$ cat config.mk
export PLATFORM = sky130hd
export DESIGN_NAME = eeprom_loader
export DESIGN_NICKNAME = d
export VERILOG_FILES = /design/src/rtl/eeb_pkg.sv /design/src/rtl/eeb_hostregs.sv /design/src/rtl/eeb_engine.sv /design/src/rtl/eeprom_loader.sv
export SDC_FILE = /design/constraint.sdc
export NUM_CORES = 1
export LEC_CHECK = 0
export BUFFER_PORTS_ARGS = -buffer_cell sky130_fd_sc_hd__buf_4
export CAP_MARGIN = 10
export CORE_MARGIN = 5
export CORE_UTILIZATION = 45
export CTS_CLUSTER_SIZE = 16
export DETAILED_ROUTE_END_ITERATION = 8
export PLACE_DENSITY = 0.73
export SLEW_MARGIN = 40
export SYNTH_ARGS = -nofsm -noshare
export SYNTH_HDL_FRONTEND = slang
export SYNTH_SLANG_ARGS = --single-unit
$ cat constraint.sdc
create_clock -name clk -period 2.4 [get_ports clk]
set_input_delay 0.6 -clock clk [delete_from_list [all_inputs] [get_ports clk]]
set_output_delay 0.6 -clock clk [all_outputs]
set_load 0.01 [all_outputs]
$ cat src/rtl/eeb_pkg.sv
package eeb_pkg;
  typedef enum logic [1:0] {ST_IDLE, ST_SGL, ST_BURST} eng_st_t;
  typedef enum logic [1:0] {PH_ALO, PH_AHI, PH_LEN, PH_DAT} rec_ph_t;

  localparam logic [2:0] SEL_CTRL  = 3'd0;
  localparam logic [2:0] SEL_ADDR  = 3'd1;
  localparam logic [2:0] SEL_DATA  = 3'd2;
  localparam logic [2:0] SEL_BASE  = 3'd3;
  localparam logic [2:0] SEL_BURST = 3'd4;

  localparam int BASE_W = 9;
  localparam int OFF_W  = 15;
  localparam int MA_W   = BASE_W + OFF_W;

  function automatic logic [MA_W-1:0] burst_mem_addr(input logic [BASE_W-1:0] base,
                                                     input logic [OFF_W-1:0] off);
    return {base, off};
  endfunction

  function automatic logic [OFF_W-1:0] rec_offset(input logic [6:0] hi, input logic [7:0] lo);
    return {hi, lo};
  endfunction
endpackage

$ cat src/rtl/eeb_hostregs.sv
module eeb_hostregs
  import eeb_pkg::*;
#(
  parameter int HW    = 32,
  parameter int EE_AW = 16
) (
  input  logic              clk,
  input  logic              rst_n,
  input  logic              hw_en,
  input  logic [2:0]        hw_sel,
  input  logic [HW-1:0]     hw_wdata,
  input  logic [2:0]        hr_sel,
  output logic [HW-1:0]     hr_data,
  input  logic              rd_fin,
  input  logic              wr_fin,
  input  logic              bu_fin,
  input  logic [7:0]        rd_byte,
  output logic              rd_pend,
  output logic              wr_pend,
  output logic              bu_pend,
  output logic [EE_AW-1:0]  addr_q,
  output logic [7:0]        data_q,
  output logic [BASE_W-1:0] base_q
);
  logic rd_set, wr_set, bu_set;

  assign rd_set = hw_en && hw_sel == SEL_CTRL && hw_wdata[1];
  assign wr_set = hw_en && hw_sel == SEL_CTRL && hw_wdata[0];
  assign bu_set = hw_en && hw_sel == SEL_BURST && hw_wdata[0];

  always_ff @(posedge clk) begin
    if (!rst_n) begin
      rd_pend <= 1'b0;
      wr_pend <= 1'b0;
      bu_pend <= 1'b0;
      addr_q  <= '0;
      data_q  <= '0;
      base_q  <= '0;
    end else begin
      rd_pend <= rd_set | (rd_pend & ~rd_fin);
      wr_pend <= wr_set | (wr_pend & ~wr_fin);
      bu_pend <= bu_set | (bu_pend & ~bu_fin);
      if (hw_en && hw_sel == SEL_ADDR) addr_q <= hw_wdata[EE_AW-1:0];
      if (hw_en && hw_sel == SEL_BASE) base_q <= hw_wdata[BASE_W-1:0];
      if (rd_fin) data_q <= rd_byte;
      else if (hw_en && hw_sel == SEL_DATA) data_q <= hw_wdata[7:0];
    end
  end

  always_comb begin
    hr_data = '0;
    case (hr_sel)
      SEL_CTRL:  hr_data[1:0] = {rd_pend, wr_pend};
      SEL_ADDR:  hr_data[EE_AW-1:0] = addr_q;
      SEL_DATA:  hr_data[7:0] = data_q;
      SEL_BASE:  hr_data[BASE_W-1:0] = base_q;
      SEL_BURST: hr_data[0] = bu_pend;
      default:   hr_data = '0;
    endcase
  end

  AST_RD_CLEARS: assert property (@(posedge clk) disable iff (!rst_n)
    (rd_fin && !rd_set) |=> !rd_pend);
  AST_WR_CLEARS: assert property (@(posedge clk) disable iff (!rst_n)
    (wr_fin && !wr_set) |=> !wr_pend);
  AST_BU_CLEARS: assert property (@(posedge clk) disable iff (!rst_n)
    (bu_fin && !bu_set) |=> !bu_pend);
  AST_NO_CANCEL: assert property (@(posedge clk) disable iff (!rst_n)
    (rd_pend && !rd_fin) |=> rd_pend);
endmodule

$ cat src/rtl/eeb_engine.sv
module eeb_engine
  import eeb_pkg::*;
#(
  parameter int EE_AW = 16
) (
  input  logic              clk,
  input  logic              rst_n,
  input  logic              rd_pend,
  input  logic              wr_pend,
  input  logic              bu_pend,
  input  logic [EE_AW-1:0]  addr_q,
  input  logic [7:0]        data_q,
  input  logic [BASE_W-1:0] base_q,
  output logic              rd_fin,
  output logic              wr_fin,
  output logic              bu_fin,
  output logic [7:0]        rd_byte,
  output logic              ee_req,
  output logic              ee_we,
  output logic [EE_AW-1:0]  ee_addr,
  output logic [7:0]        ee_wdata,
  input  logic [7:0]        ee_rdata,
  input  logic              ee_done,
  output logic              mem_we,
  output logic [MA_W-1:0]   mem_addr,
  output logic [7:0]        mem_wdata
);
  eng_st_t           st;
  rec_ph_t           ph;
  logic              is_wr;
  logic [EE_AW-1:0]  cur, ptr;
  logic [BASE_W-1:0] base_l;
  logic [OFF_W-1:0]  off;
  logic [7:0]        cnt, wbyte;
  logic              byte_in;

  assign byte_in  = ee_done && st == ST_BURST;
  assign rd_fin   = ee_done && st == ST_SGL && !is_wr;
  assign wr_fin   = ee_done && st == ST_SGL && is_wr;
  assign bu_fin   = byte_in && ph == PH_LEN && ee_rdata == 8'd0;
  assign rd_byte  = ee_rdata;
  assign ee_req   = st != ST_IDLE;
  assign ee_we    = st == ST_SGL && is_wr;
  assign ee_addr  = cur;
  assign ee_wdata = wbyte;

  always_ff @(posedge clk) begin
    if (!rst_n) begin
      st <= ST_IDLE; ph <= PH_ALO; is_wr <= 1'b0;
      cur <= '0; ptr <= '0; base_l <= '0; off <= '0;
      cnt <= '0; wbyte <= '0;
      mem_we <= 1'b0; mem_addr <= '0; mem_wdata <= '0;
    end else begin
      mem_we <= 1'b0;
      case (st)
        ST_IDLE: begin
          if (rd_pend) begin
            st <= ST_SGL; is_wr <= 1'b0; cur <= addr_q;
          end else if (wr_pend) begin
            st <= ST_SGL; is_wr <= 1'b1; cur <= addr_q; wbyte <= data_q;
          end else if (bu_pend) begin
            st <= ST_BURST; ph <= PH_ALO; cur <= ptr; base_l <= base_q;
          end
        end
        ST_SGL: if (ee_done) begin
          st  <= ST_IDLE;
          ptr <= cur + 1'b1;
        end
        default: if (ee_done) begin
          cur <= cur + 1'b1;
          ptr <= cur + 1'b1;
          case (ph)
            PH_ALO: begin off[7:0] <= ee_rdata; ph <= PH_AHI; end
            PH_AHI: begin off <= rec_offset(ee_rdata[6:0], off[7:0]); ph <= PH_LEN; end
            PH_LEN: begin
              if (ee_rdata == 8'd0) st <= ST_IDLE;
              else begin cnt <= ee_rdata; ph <= PH_DAT; end
            end
            default: begin
              mem_we    <= 1'b1;
              mem_addr  <= burst_mem_addr(base_l, off);
              mem_wdata <= ee_rdata;
              off       <= off + 1'b1;
              cnt       <= cnt - 1'b1;
              if (cnt == 8'd1) ph <= PH_ALO;
            end
          endcase
        end
      endcase
    end
  end

  AST_ADDR_HELD: assert property (@(posedge clk) disable iff (!rst_n)
    (ee_req && !ee_done) |=> (ee_req && $stable(ee_addr)));
  AST_ONE_FIN: assert property (@(posedge clk) disable iff (!rst_n)
    $onehot0({rd_fin, wr_fin, bu_fin}));
  AST_START_ASKED: assert property (@(posedge clk) disable iff (!rst_n)
    $rose(ee_req) |-> $past(rd_pend || wr_pend || bu_pend));
  AST_MEMWE_BURST: assert property (@(posedge clk) disable iff (!rst_n)
    mem_we |-> st == ST_BURST);
  AST_WE_SINGLE: assert property (@(posedge clk) disable iff (!rst_n)
    ee_we |-> (ee_req && wr_pend));
endmodule

$ cat src/rtl/eeprom_loader.sv
module eeprom_loader
  import eeb_pkg::*;
#(
  parameter int HW    = 32,
  parameter int EE_AW = 16
) (
  input  logic             clk,
  input  logic             rst_n,
  input  logic             hw_en,
  input  logic [2:0]       hw_sel,
  input  logic [HW-1:0]    hw_wdata,
  input  logic [2:0]       hr_sel,
  output logic [HW-1:0]    hr_data,
  output logic             ee_req,
  output logic             ee_we,
  output logic [EE_AW-1:0] ee_addr,
  output logic [7:0]       ee_wdata,
  input  logic [7:0]       ee_rdata,
  input  logic             ee_done,
  output logic             mem_we,
  output logic [23:0]      mem_addr,
  output logic [7:0]       mem_wdata
);
  logic              rd_fin, wr_fin, bu_fin;
  logic [7:0]        rd_byte;
  logic              rd_pend, wr_pend, bu_pend;
  logic [EE_AW-1:0]  addr_q;
  logic [7:0]        data_q;
  logic [BASE_W-1:0] base_q;

  eeb_hostregs #(.HW(HW), .EE_AW(EE_AW)) u_regs (
    .clk(clk), .rst_n(rst_n), .hw_en(hw_en), .hw_sel(hw_sel), .hw_wdata(hw_wdata),
    .hr_sel(hr_sel), .hr_data(hr_data), .rd_fin(rd_fin), .wr_fin(wr_fin),
    .bu_fin(bu_fin), .rd_byte(rd_byte), .rd_pend(rd_pend), .wr_pend(wr_pend),
    .bu_pend(bu_pend), .addr_q(addr_q), .data_q(data_q), .base_q(base_q));

  eeb_engine #(.EE_AW(EE_AW)) u_eng (
    .clk(clk), .rst_n(rst_n), .rd_pend(rd_pend), .wr_pend(wr_pend),
    .bu_pend(bu_pend), .addr_q(addr_q), .data_q(data_q), .base_q(base_q),
    .rd_fin(rd_fin), .wr_fin(wr_fin), .bu_fin(bu_fin), .rd_byte(rd_byte),
    .ee_req(ee_req), .ee_we(ee_we), .ee_addr(ee_addr), .ee_wdata(ee_wdata),
    .ee_rdata(ee_rdata), .ee_done(ee_done), .mem_we(mem_we),
    .mem_addr(mem_addr), .mem_wdata(mem_wdata));

  AST_RESET_QUIET: assert property (@(posedge clk)
    $rose(rst_n) |-> (!ee_req && !mem_we));
endmodule

Yosys cells after proc, flatten, opt, wreduce, memory -nomap -nowiden
Cells that the tools add are included.

Equal/unequal tests: 20. Mux-type cells: 35. $add $sub $neg: 3. Reductions and logical operators: 45. Bitwise logic cells: 20.

Operators with widths (number): two-way mux 16 bit (4); case mux 16 bit (2 select lines) (1); case mux 8 bit (2 select lines) (2); two-way mux 2 bit (13); two-way mux 8 bit (3); case mux 6 bit (3 select lines) (1); adder 16 x 1 -> 16 bit, second input constant (1); adder 15 x 1 -> 15 bit, second input constant (1); logical AND 1 bit (15); AND reduction 3 bit (5); inverter 1 bit (14); case mux 7 bit (2 select lines) (1); equality test 3 x 2 -> 1 bit, second input constant (4); != test 2 bit, second input constant (5); equality test 8 x 1 -> 1 bit, second input constant (1); zero test 8 bit (1); case mux 2 bit (2 select lines) (2); AND reduction 4 bit (2); nonzero test 2 bit (4); OR reduction 2 bit (4); subtractor 8 x 1 -> 8 bit, second input constant (1); two-way mux 7 bit (1); AND reduction 7 bit (1); equality test 3 x 1 -> 1 bit, second input constant (2); 21 further kinds (34).

Input bits: 50. Output and inout bits: 91. Bits in registers: 146. Word-level logic and storage cells: 142.

Longest topological paths before layout
Depth after elaboration: 7. Gate-level depth with buffers: 8. Gate-level depth less buffers: 7.

Hierarchy
From an unflattened synthesis, not the netlist that was laid out.

Cells, all modules: 921. Area, all modules: 7387.1 um^2.

By module, submodules not included: eeb_engine (cells an instance 712, seq. area each 2202.1 um^2, area an instance 5605.4 um^2, instances 1); eeb_hostregs (cells an instance 209, seq. area each 720.7 um^2, area an instance 1781.7 um^2, instances 1).

Worst setup path before layout
OpenSTA, ideal clock, no wires.

Kind: input to output. Start point: input hr_sel[0]. End point: output hr_data[1]. Path slack: 0.238 ns. Cell stages on the path: 3. Data arrival time: 1.562 ns. Data required time: 1.800 ns. Path buffers: 1. Path through: clkbuf_1 > mux4_2 > nor2b_1.

Longest elaborated chain between the ends: 2. Elaborated cells on any way between the ends: 5. Those cells by class: eq/ne (3); mux (1); reduce/logical (1).

RTL lines: start: declaration (line eeprom_loader.sv:12) `input logic [2:0] hr_sel,`; equality test 3 x 2 -> 1 bit, or another cell as far along (line eeb_hostregs.sv:52) `case (hr_sel)`; case mux 1 bit (4 select lines) (*) (line eeb_hostregs.sv:52); end: declaration (line eeprom_loader.sv:13) `output logic [HW-1:0] hr_data,`.

Mark *: on every way between the ends. The rest lies on a longest branch, timed or not.

Worst setup path in the final report
Start point: register u_eng.st[1]. End point: output ee_req.

Longest elaborated chain between the ends: 1.

RTL lines: start: declaration (line eeb_engine.sv:28) `eng_st_t st;`; start signal: assignment (line eeb_engine.sv:49) `st <= ST_IDLE; ph <= PH_ALO; is_wr <= 1'b0;`; start signal: assignment (line eeb_engine.sv:58) `st <= ST_SGL; is_wr <= 1'b0; cur <= addr_q;`; start signal: assignment (line eeb_engine.sv:60) `st <= ST_SGL; is_wr <= 1'b1; cur <= addr_q; wbyte <= data_q;`; nonzero test 2 bit (line eeb_engine.sv:42) `assign ee_req = st != ST_IDLE;`; end: declaration (line eeprom_loader.sv:14) `output logic ee_req,`.

Every way passes these cells.

==> flow_results.xml <==
<?xml version="1.0" encoding="UTF-8"?>
<metrics>
  <group name="floorplan">
    <metric name="fp-row-count" unit="">46</metric>
    <metric name="initial_core_util" unit="">0.4529</metric>
    <metric name="number_of_placed_i_o_pins" unit="">141</metric>
    <metric name="core-area" unit="um^2">15710</metric>
    <metric name="die-area" unit="um^2">18430</metric>
    <metric name="vertical_die_dimension" unit="um">135.8</metric>
    <metric name="fp.dieW" unit="um">135.8</metric>
  </group>
  <group name="yosys">
    <metric name="synth_enable_flop_cells" unit="">0</metric>
    <metric name="synth_seq_area_share" unit="">0.4107</metric>
    <metric name="synthMuxAreaShare" unit="">0.05098</metric>
    <metric name="synth_largest_type_area_fraction" unit="">0.4107</metric>
    <metric name="ys_dominant_reg_cell" unit="">dfxtp_1</metric>
    <metric name="library_cell_with_the_highest_instance_count_after_synthesis" unit="">nand2_1</metric>
    <metric name="synthTopCellsByCount" unit="">nand2_1, dfxtp_1, a21oi_1</metric>
    <metric name="synth_largest_area_cell" unit="">dfxtp_1</metric>
    <metric name="synth_xor_area_frac" unit="">0.01477</metric>
    <metric name="ys.warnings.count" unit="">0</metric>
    <metric name="ys_seq_elements" unit="">146</metric>
    <metric name="synthArstFlopShare" unit="">0</metric>
    <metric name="yosysUniqueCellTypes" unit="">60</metric>
    <metric name="synth_compound_gate_area_share" unit="">0.1960</metric>
    <metric name="synth.area.top_cells" unit="">dfxtp_1, nand2_1, a21oi_1, nor2_1, mux2i_1</metric>
    <metric name="synth_top_family_by_area" unit="">simple AND/OR/NAND/NOR gates</metric>
    <metric name="postSynthAreaPerCell" unit="um^2">7.603</metric>
    <metric name="post_synth_inst_count" unit="">936</metric>
    <metric name="post_synth_and_or_nand_nor_area_fraction" unit="">0.2539</metric>
    <metric name="synth_area" unit="um^2">7117</metric>
    <metric name="synth_adder_area_share" unit="">0.01582</metric>
  </group>
  <group name="detailed_routing">
    <metric name="wl_per_cell" unit="um">15.83</metric>
    <metric name="vias_per_cell" unit="">5.546</metric>
    <metric name="remaining_drc_errors" unit="">0</metric>
    <metric name="vias" unit="">6944</metric>
    <metric name="route.final.wire_length" unit="um">19810</metric>
    <metric name="drt.antenna.violating_nets" unit="">0</metric>
    <metric name="drtIter0Drc" unit="">664</metric>
    <metric name="first_pass_iteration_count_of_the_detailed_router" unit="">5</metric>
  </group>
  <group name="worst_setup_path">
    <metric name="startpoint_type" unit="">register</metric>
    <metric name="path_max_fanout" unit="">22</metric>
    <metric name="crit_arrival" unit="ns">1.71</metric>
    <metric name="timing_worst_setup_path_type" unit="">register to primary output</metric>
    <metric name="critical-path-top-delay-family" unit="">buffers and inverters</metric>
    <metric name="timing.critical_path.slowest_stage_cell" unit="">dfxtp_1</metric>
    <metric name="critPathRequiredTime" unit="ns">1.80</metric>
    <metric name="cp_slowest_stage_delay" unit="ns">0.43</metric>
    <metric name="regToRegSetupSlack" unit="ns">0.38</metric>
    <metric name="crit_chain" unit="">buf_4, nor2_2, inv_1, buf_4, buf_4</metric>
    <metric name="cp_common_cell" unit="">buf_4</metric>
    <metric name="endpoint_kind_of_the_worst_setup_timing_path" unit="">primary output</metric>
    <metric name="reg2reg_depth" unit="">7</metric>
    <metric name="worstReg2RegEnd" unit="">u_eng.off[13]</metric>
    <metric name="rr_startpoint" unit="">u_eng.ph[0]</metric>
    <metric name="crit_buf_inv" unit="">4</metric>
  </group>
  <group name="layout">
    <metric name="diodes" unit="">0</metric>
    <metric name="instances_no_fill" unit="">1252</metric>
    <metric name="utilization" unit="">0.5522</metric>
    <metric name="num-fill-cells" unit="">1484</metric>
    <metric name="fraction_of_layout_cells_with_a_size_suffix_above_1" unit="">0.1737</metric>
    <metric name="finish.net_count" unit="">1082</metric>
    <metric name="design_area" unit="um^2">8677</metric>
    <metric name="layout.area.seq" unit="um^2">2923</metric>
    <metric name="multi_input_comb_area" unit="um^2">3845</metric>
    <metric name="syn_to_layout_area_delta" unit="%">21.92</metric>
  </group>
  <group name="clocking">
    <metric name="inserted_clock_buffers" unit="">17</metric>
    <metric name="post-cts-setup-buffer-count" unit="">0</metric>
    <metric name="cts_repair_resize_count" unit="">0</metric>
    <metric name="clk-insertion-delay-late" unit="ns">0.42</metric>
    <metric name="ctsHtreeMaxLevel" unit="">4</metric>
    <metric name="clk_pin_slew_worst_paths" unit="ns">0.06</metric>
    <metric name="cts.path.max_buffers" unit="">2</metric>
    <metric name="tritoncts" unit="">built</metric>
    <metric name="hold_buffers" unit="">0</metric>
    <metric name="cts_num_sinks" unit="">146</metric>
    <metric name="cts-root-buf" unit="">clkbuf_16</metric>
  </group>
  <group name="hold_path">
    <metric name="min-delay-start" unit="">hw_wdata[15]</metric>
    <metric name="worstHoldEndpoint" unit="">u_regs.addr_q[15]</metric>
    <metric name="holdPathStages" unit="">3</metric>
    <metric name="holdCritPathClass" unit="">primary input to register</metric>
  </group>
  <group name="place">
    <metric name="post_place_cells" unit="">1220</metric>
    <metric name="port_buffer_cells" unit="">108</metric>
    <metric name="postPlaceCellArea" unit="um^2">8095</metric>
    <metric name="place.gp.congestion" unit="">0.9178</metric>
    <metric name="placement.setup.worst_slack" unit="ns">0.2196</metric>
    <metric name="hpwl" unit="um">13670</metric>
  </group>
  <group name="sta">
    <metric name="fin_worst_hold_slack" unit="ns">0.4174</metric>
    <metric name="timing.final.hold_violations" unit="">0</metric>
    <metric name="fin_setup_tns" unit="ns">0</metric>
    <metric name="slew_headroom" unit="">0.6045</metric>
    <metric name="final_max_tran_viols" unit="">0</metric>
    <metric name="rsz0062_at_grt" unit="">no</metric>
    <metric name="tightest_slew" unit="ns">0.5916</metric>
    <metric name="finalCriticalPeriod" unit="ns">2.313</metric>
    <metric name="fmax" unit="MHz">432.3</metric>
    <metric name="final.setup.worst_slack" unit="ns">0.08692</metric>
    <metric name="clock_skews" unit="ns">0.008104</metric>
    <metric name="post-route-period-util" unit="">0.9638</metric>
    <metric name="setup_viol_count_final" unit="">0</metric>
  </group>
  <group name="global_routing">
    <metric name="grt_antenna_before_repair" unit="">0</metric>
    <metric name="gr-usage-all-layers" unit="">0.2161</metric>
    <metric name="grt_max_degree" unit="">47</metric>
    <metric name="grt-ovfl-total" unit="">0</metric>
    <metric name="wire_length_of_the_first_global_routing_pass" unit="um">32080</metric>
    <metric name="via_count_of_the_first_global_routing_pass" unit="">6333</metric>
  </group>
  <group name="power_and_ir_drop">
    <metric name="power.density_cell_area" unit="nW/um^2">663.0</metric>
    <metric name="swShare" unit="">0.2560</metric>
    <metric name="p_sw" unit="mW">1.473</metric>
    <metric name="power.static_leakage" unit="nW">3.318</metric>
    <metric name="part_of_the_total_power_dissipated_in_combinational_logic" unit="">0.099</metric>
    <metric name="sequentialPowerShare" unit="">0.446</metric>
    <metric name="internal_power_of_the_cells" unit="mW">4.280</metric>
    <metric name="power.share.clock" unit="">0.455</metric>
    <metric name="power.ir.vdd_worst" unit="mV">0.4888</metric>
    <metric name="finalPower" unit="mW">5.753</metric>
  </group>
  <group name="job">
    <metric name="max_cap_viol_count" unit="">0</metric>
  </group>
  <group name="run_status">
    <metric name="outcome" unit="">finished clean</metric>
  </group>
</metrics>
worst max path at each step:
stage / startpoint / end / slack (ns) / cells past startpoint
2_1_floorplan: hr_sel[0] / hr_data[1] / 0.24 / 3
6_report: u_eng.st[1] / ee_req / 0.09 / 5
4_1_cts: u_eng.st[1] / ee_req / 0.11 / 5
3_5_place_dp: hr_sel[2] / hr_data[10] / 0.22 / 5
3_3_place_gp: hr_sel[0] / hr_data[0] / 0.23 / 5
5_1_grt: u_eng.st[1] / ee_req / 0.001 / 5
tightest hold or removal path: cells and delay by family:
family,cells,cell delay (ns)
buf+inv,1,0.11
compound gates,1,0.05
simple gates,1,0.04
flip-flops by register name, indices dropped and copies added, names as in the netlist, 2 cells and up:
name	flops
u_regs.addr_q	16
u_regs.base_q	9
u_regs.data_q	8
u_eng.ph	2
u_eng.ee_addr	16
u_eng.base_l	9
u_eng.mem_wdata	8
u_eng.ptr	16
u_eng.st	2
u_eng.off	15
u_eng.cnt	8
u_eng.mem_addr	24
u_eng.ee_wdata	8
logic make-up after synthesis:
logic type | after synthesis
AO/OA/AOI/OAI | 235
XOR/XNOR | 12
adder cells (fa/ha/maj) | 9
buffers and inverters | 91
flip-flops | 146
multiplexers | 33
other | 1
AND/OR/NAND/NOR | 409
per-layer routing:
layer / global-route usage / wire [um] / vias up
met4: 0.07335 / 375 / 0
met1: 0.2981 / 8837 / 3234
li1: - / - / 3414
met3: 0.04792 / 1447 / 35
met5: 0 / 0 / -
met2: 0.3352 / 9153 / 261
area by class of cell:
class                   count  share of cell area
multi-input cells         714              0.4431
flip-flops and latches    146              0.3368
well taps                 216             0.03115
clock buffers              22             0.05234
repair buffers            134              0.1174
inverters                  10            0.004470
clock inverters            10             0.01471
placed cells by master (no fill, tap or decap), drive strengths merged, types with 4 or more instances in the layout:
master / count
nor3b: 4
and3: 8
xnor2: 7
a31oi: 7
ha: 9
nor2: 82
a22oi: 14
or2: 4
inv: 11
nor2b: 7
a21oi: 114
nor4: 8
or4: 4
and2: 12
mux2i: 25
mux2: 6
xor2: 5
buf: 134
conb: 16
dfxtp: 146
a211oi: 18
nor3: 18
o21a: 4
clkinv: 6
nand2: 208
o211ai: 5
o32ai: 6
clkbuf: 22
nand4: 13
o21ai: 45
nand3: 32
power groups by stage:
stage | sequential, mW | combinational, mW | clock, mW
4_1_cts | 2.57 | 0.564 | 2.65
3_5_place_dp | 2.62 | 0.560 | 0
2_1_floorplan | 2.59 | 0.377 | 0
3_3_place_gp | 2.62 | 0.554 | 0
5_1_grt | 2.57 | 0.626 | 2.78
6_report | 2.57 | 0.569 | 2.62
(Power assumes the default switching activity.)
